### config.mk
export PLATFORM = sky130hd
export DESIGN_NAME = logseq_top
export DESIGN_NICKNAME = d
export VERILOG_FILES = /design/src/rtl/logseq_pkg.sv /design/src/rtl/logseq_ptr.sv /design/src/rtl/logseq_map.sv /design/src/rtl/logseq_top.sv
export SDC_FILE = /design/constraint.sdc
export NUM_CORES = 1
export LEC_CHECK = 0
export CORE_MARGIN = 5
export CORE_UTILIZATION = 50
export CTS_CLUSTER_SIZE = 10
export DETAILED_ROUTE_END_ITERATION = 12
export DONT_BUFFER_PORTS = 1
export PLACE_DENSITY = 0.64
export SETUP_SLACK_MARGIN = 0.5
export SYNTH_ARGS = -nofsm -noshare
export SYNTH_HDL_FRONTEND = slang
export SYNTH_SLANG_ARGS = --single-unit
export TNS_END_PERCENT = 5
### constraint.sdc
create_clock -name clk -period 3.6 [get_ports clk]
set_clock_uncertainty 0.2 [all_clocks]
set_input_delay 0.36 -clock clk [delete_from_list [all_inputs] [get_ports clk]]
set_output_delay 0.36 -clock clk [all_outputs]
set_load 0.02 [all_outputs]
### src/rtl/logseq_pkg.sv
package logseq_pkg;

   typedef enum logic [2:0] {
      OP_APPEND  = 3'd0,
      OP_CONSUME = 3'd1,
      OP_WR_AT   = 3'd2,
      OP_RD_AT   = 3'd3,
      OP_ZFILL   = 3'd4,
      OP_REPLAY  = 3'd5
   } log_op_e;

   typedef enum logic [1:0] {
      ST_IDLE,
      ST_ACCESS,
      ST_ZFILL,
      ST_REPLAY
   } seq_state_e;

   // Pointer bit that marks the module-size boundary
   function automatic int ovf_index(input int field_w, input int size_sel);
      return 2 * field_w + 2 + 2 * size_sel;
   endfunction

endpackage

### src/rtl/logseq_ptr.sv
module logseq_ptr #(
   parameter int PTR_W   = 24,
   parameter int OVF_IDX = 18
) (
   input  logic             clk,
   input  logic             rst_n,
   input  logic             clr,
   input  logic             inc,
   output logic [PTR_W-1:0] ptr,
   output logic             ovf
);
   // One extra bit holds the carry out of the top field
   logic [PTR_W:0] cnt_q;

   always_ff @(posedge clk) begin
      if (!rst_n)    cnt_q <= '0;
      else if (clr)  cnt_q <= '0;
      else if (inc)  cnt_q <= cnt_q + 1'b1;
   end

   assign ptr = cnt_q[PTR_W-1:0];
   assign ovf = cnt_q[OVF_IDX];
endmodule

### src/rtl/logseq_map.sv
module logseq_map #(
   parameter int FIELD_W = 8,
   parameter int TOP_W   = 8,
   localparam int PTR_W  = 2 * FIELD_W + TOP_W,
   localparam int LINE_W = FIELD_W + TOP_W / 2
) (
   input  logic [PTR_W-1:0]  ptr,
   output logic [LINE_W-1:0] row,
   output logic [LINE_W-1:0] col
);
   logic [TOP_W-1:0] top;
   assign top = ptr[PTR_W-1:2*FIELD_W];

   assign row[FIELD_W-1:0] = ptr[FIELD_W-1:0];
   assign col[FIELD_W-1:0] = ptr[2*FIELD_W-1:FIELD_W];

   for (genvar i = 0; i < TOP_W / 2; i++) begin : g_split
      assign row[FIELD_W+i] = top[2*i];
      assign col[FIELD_W+i] = top[2*i+1];
   end
endmodule

### src/rtl/logseq_top.sv
module logseq_top
   import logseq_pkg::*;
#(
   parameter int FIELD_W  = 8,
   parameter int DATA_W   = 8,
   parameter int SIZE_SEL = 1,
   localparam int PTR_W   = 2 * FIELD_W + 8,
   localparam int LINE_W  = FIELD_W + 4
) (
   input  logic              clk,
   input  logic              rst_n,
   input  logic              cmd_valid,
   input  logic [2:0]        cmd_op,
   input  logic [PTR_W-1:0]  cmd_addr,
   input  logic [DATA_W-1:0] cmd_data,
   output logic              cmd_ready,
   output logic              mem_req,
   output logic              mem_we,
   output logic [LINE_W-1:0] mem_row,
   output logic [LINE_W-1:0] mem_col,
   output logic [DATA_W-1:0] mem_wdata,
   input  logic              mem_ack,
   input  logic [DATA_W-1:0] mem_rdata,
   output logic              rd_valid,
   output logic [DATA_W-1:0] rd_data,
   output logic              wr_ovf,
   output logic              rd_ovf
);
   localparam int OVF_IDX = ovf_index(FIELD_W, SIZE_SEL);

   if (FIELD_W < 2) begin : g_bad_field
      $error("logseq_top: FIELD_W must be at least 2");
   end
   if (SIZE_SEL < 0 || SIZE_SEL > 3) begin : g_bad_size
      $error("logseq_top: SIZE_SEL must be 0..3");
   end
   if (DATA_W < 1) begin : g_bad_data
      $error("logseq_top: DATA_W must be positive");
   end

   seq_state_e          state_q;
   log_op_e             op_q;
   logic [PTR_W-1:0]    addr_q;
   logic [DATA_W-1:0]   wdata_q;

   logic [PTR_W-1:0]    wp, rp, sel_ptr;
   logic                wp_clr, wp_inc, rp_clr, rp_inc;
   logic                take, op_ok, ack_now;
   logic                on_wp, on_rp;

   assign cmd_ready = (state_q == ST_IDLE);
   assign take      = cmd_valid && cmd_ready;
   assign op_ok     = (cmd_op <= 3'd5);
   assign mem_req   = (state_q == ST_ACCESS);
   assign ack_now   = mem_req && mem_ack;

   assign on_wp   = (op_q == OP_APPEND)  || (op_q == OP_ZFILL);
   assign on_rp   = (op_q == OP_CONSUME) || (op_q == OP_REPLAY);
   assign mem_we  = on_wp || (op_q == OP_WR_AT);
   assign mem_wdata = (op_q == OP_ZFILL) ? '0 : wdata_q;
   assign sel_ptr = on_wp ? wp : (on_rp ? rp : addr_q);

   assign wp_inc = ack_now && on_wp;
   assign rp_inc = ack_now && on_rp;
   assign wp_clr = (take && op_ok && log_op_e'(cmd_op) == OP_ZFILL)
                || (state_q == ST_ZFILL && wr_ovf);
   assign rp_clr = (take && op_ok && log_op_e'(cmd_op) == OP_REPLAY)
                || (state_q == ST_ZFILL && wr_ovf);

   logseq_ptr #(.PTR_W(PTR_W), .OVF_IDX(OVF_IDX)) u_wptr (
      .clk(clk), .rst_n(rst_n), .clr(wp_clr), .inc(wp_inc), .ptr(wp), .ovf(wr_ovf)
   );
   logseq_ptr #(.PTR_W(PTR_W), .OVF_IDX(OVF_IDX)) u_rptr (
      .clk(clk), .rst_n(rst_n), .clr(rp_clr), .inc(rp_inc), .ptr(rp), .ovf(rd_ovf)
   );
   logseq_map #(.FIELD_W(FIELD_W), .TOP_W(8)) u_map (
      .ptr(sel_ptr), .row(mem_row), .col(mem_col)
   );

   always_ff @(posedge clk) begin
      if (!rst_n) begin
         state_q <= ST_IDLE;
         op_q    <= OP_APPEND;
         addr_q  <= '0;
         wdata_q <= '0;
      end else begin
         unique case (state_q)
            ST_IDLE: if (take && op_ok) begin
               op_q    <= log_op_e'(cmd_op);
               addr_q  <= cmd_addr;
               wdata_q <= cmd_data;
               case (log_op_e'(cmd_op))
                  OP_ZFILL:  state_q <= ST_ZFILL;
                  OP_REPLAY: state_q <= ST_REPLAY;
                  default:   state_q <= ST_ACCESS;
               endcase
            end
            ST_ACCESS: if (mem_ack) begin
               if (op_q == OP_ZFILL)       state_q <= ST_ZFILL;
               else if (op_q == OP_REPLAY) state_q <= ST_REPLAY;
               else                        state_q <= ST_IDLE;
            end
            ST_ZFILL:  state_q <= wr_ovf ? ST_IDLE : ST_ACCESS;
            ST_REPLAY: state_q <= (rp == wp) ? ST_IDLE : ST_ACCESS;
            default:   state_q <= ST_IDLE;
         endcase
      end
   end

   always_ff @(posedge clk) begin
      if (!rst_n) begin
         rd_valid <= 1'b0;
         rd_data  <= '0;
      end else begin
         rd_valid <= ack_now && !mem_we;
         if (ack_now && !mem_we) rd_data <= mem_rdata;
      end
   end
endmodule

==> results.cfg <==
[timing]
final-setup-viol-count = 0
grt_setup_unrepaired = false
worst_pin_slew_ns = 0.909
finalCritPeriodShare = 0.766
fmax_mhz = 363
setup_tns_ns = 0
hold_violations = 0
min_period_ns = 2.76
slew_headroom = 0.394
slew_viol_final = 0

[floorplan]
die_h_um = 110
pin_count = 93
fp-row-count = 36
die_w_um = 110
start_util = 0.510
coreArea_sq_um = 9730
die-area_sq_um = 12000

[critical_path]
rr_endpoint = u_rptr.cnt_q[20]
cp.arrival_ns = 2.81
end_kind = flop
rrSetupSlack_ns = 0.84
reg2reg_from = op_q[0]
required_ns = 3.66
path_max_fanout = 35
start_kind = flop
worstRegToRegCells = 5
critPathKind = reg -> reg

[final_layout]
final_layout_size_suffix_gt1_frac = 0.0648
finalNonFillerCells = 766
multi_input_area_sq_um = 2840
antenna_cells = 0
layout.nets = 677
design_area_sq_um = 5630
syn_to_final_growth_pct = 13.5
fill_cells = 908
regArea_sq_um = 1880

[drt]
post_drt_wl_per_cell_um = 16.6
drt_iter0_drc = 259
routed_wl_mm = 12.7
final_antenna_net_count = 0
routed_via_density = 5.51
drcViolationCount = 0
drt_pass1_iterations = 4
vias = 4217

[min_path]
worstHoldStart = cmd_valid
holdPathStages = 2
hold_end = op_q[2]
min_path_type = in -> reg

[pwr]
p_int_mw = 1.49
pwr-share-comb = 0.107
power.leakage_nw = 1.90
ir_drop_uv = 391
switching_power_mw = 0.548
sequentialPowerShare = 0.546
power_density_nw_per_um2 = 362
clkPwrFrac = 0.348
switching_share = 0.269

[logic_synthesis]
ys_ff_latch = 94
synthArstFlopShare = 0
synth_cell_type_count = 43
synthCells = 615
ys_warn_count = 0
synth-edff-count = 0
synth_area_per_cell_sq_um = 8.07
synth_area_sq_um = 4960
yosysSeqAreaShare = 0.379
synthFlopType = dfxtp_1
syn-num-nets = 664

[global_route]
grt_pass1_vias = 4138
grt_pass1_wl_mm = 21.0
gr-usage-met3 = 0.0757
grt_use_met1 = 0.291
grt-ovfl-total = 0
antenna_found_initial = 0
grt_use_total = 0.223
grt-busiest-layer = met2
grt_max_degree = 51
grt_use_met2 = 0.357

[cts]
cts_buffers = 9
cts.clk_slew.worst_paths_ns = 0.09
ctsRootBufferMaster = clkbuf_8
clockBufferDepth = 2
clock_latency_ns = 0.37
cts_tree = yes
clock_sinks = 94
htree_levels = 3

[placed_design]
hpwlAfterDp_mm = 8.62
gp_congestion = 0.900
place_area_sq_um = 4970
port_buffers = 0
dpl.cell_count = 705

[status]
status = finished clean

[flow_run]
max_cap_viol_count = 0
[worst max-delay path: stages, from the launching register on]
cell,delay (ns)
dfxtp_2,0.94
and3b_1,0.30
nand4b_1,0.48
nor4_1,0.49
xnor2_1,0.16
nor2_1,0.06
[synthesized netlist by cell type, types with 8 or more instances]
cell type  instances  area share
xor2_1            26       0.046
dfxtp_1           94        0.38
nor2b_1           16       0.020
inv_1              8      0.0061
mux2i_1           32       0.065
nand2_1          121       0.092
nand4_1            9       0.011
nor3_2             8       0.016
nor3_1            11       0.011
a21boi_0          34       0.051
o21ai_0           35       0.035
a21oi_1           12       0.012
xnor2_1           38       0.067
clkbuf_1          37       0.028
nor4_1            11       0.014
nand3_1           14       0.014
or3_1             10       0.013
nor2_1            49       0.037
buf_2              8      0.0081
[through the flow]
step            util  hold slack [ns]  power, mW  worst slack, ns
5_1_grt        0.579           0.0446       2.13            0.666
3_5_place_dp   0.511            0.251       1.30            0.896
3_3_place_gp   0.511            0.246       1.30             1.01
2_1_floorplan      -            0.239       1.27             1.33
6_report       0.579           0.0670       2.04            0.843
4_1_cts        0.579           0.0351       2.06            0.850
[metal layers]
| layer | vias to the layer above | part of all wire |
|---|---|---|
| met4 | 0 | 0.013 |
| met5 | - | 0 |
| met2 | 135 | 0.48 |
| met1 | 1987 | 0.43 |
| met3 | 15 | 0.079 |
| li1 | 2080 | - |
[placed cells by master, fill, tap and decap left out, types with 2 or more instances in the layout]
| cell | instances |
|---|---|
| a21boi_0 | 34 |
| a21oi_1 | 12 |
| and3_1 | 3 |
| and3b_1 | 3 |
| and4_1 | 4 |
| buf_4 | 7 |
| clkbuf_8 | 9 |
| clkinv_4 | 2 |
| dfxtp_1 | 93 |
| dlygate4sd3_1 | 44 |
| ha_1 | 2 |
| inv_1 | 8 |
| inv_6 | 2 |
| mux2i_1 | 32 |
| nand2_1 | 121 |
| nand3_1 | 14 |
| nand4_1 | 9 |
| nand4_2 | 2 |
| nand4b_1 | 3 |
| nor2_1 | 49 |
| nor2b_1 | 16 |
| nor3_1 | 10 |
| nor3_2 | 9 |
| nor3b_1 | 2 |
| nor4_1 | 11 |
| nor4_2 | 2 |
| nor4b_1 | 2 |
| o21ai_0 | 35 |
| o21ai_1 | 2 |
| or3_1 | 10 |
| xnor2_1 | 38 |
| xor2_1 | 26 |
[cell families after synthesis]
group	Yosys count	synth area share
mux	32	0.0645
xor+xnor	64	0.113
buf+inv	58	0.0507
compound gates	86	0.106
fa+ha+maj	2	0.00504
flops	94	0.379
simple gates	279	0.281
[flip-flops by register name, summed over array words and instances, names as in the netlist]
register and flops:
rd_valid 1, addr_q 24, op_q 3, u_rptr.cnt_q 24, state_q 2, wdata_q 8, u_wptr.cnt_q 24, rd_data 8
[timing repair]
item                                   4_1_cts  5_1_grt
setup endpoints to repair                    0        0
hold buffers                                45        0
buffers inserted                             0        0
gates resized for setup                      0        0
endpoints found under the hold margin       46        0
[cell type report]
type | instances | share of cell area
Inverter | 8 | 0.00533
Sequential cell | 94 | 0.334
Tap cell | 133 | 0.0296
Timing Repair Buffer | 52 | 0.0911
Clock buffer | 10 | 0.0227
Multi-Input combinational cell | 463 | 0.504
Clock inverter | 6 | 0.0124
[worst max-delay path by stage]
stage,slack [ns],startpoint,end
2_1_floorplan,1.33,op_q[0],mem_row[10]
3_3_place_gp,1.01,op_q[0],u_rptr.cnt_q[20]
3_5_place_dp,0.90,op_q[0],u_rptr.cnt_q[20]
4_1_cts,0.85,op_q[0],mem_row[8]
5_1_grt,0.67,op_q[0],u_rptr.cnt_q[20]
6_report,0.84,op_q[0],u_rptr.cnt_q[20]
[power groups by stage]
| stage | clock, mW | combinational (mW) | sequential (mW) |
|---|---|---|---|
| 2_1_floorplan | 0 | 0.161 | 1.11 |
| 6_report | 0.709 | 0.218 | 1.11 |
| 3_3_place_gp | 0 | 0.165 | 1.13 |
| 5_1_grt | 0.771 | 0.243 | 1.12 |
| 4_1_cts | 0.732 | 0.216 | 1.11 |
| 3_5_place_dp | 0 | 0.169 | 1.13 |
No activity file was read; power rests on OpenSTA's default activity.
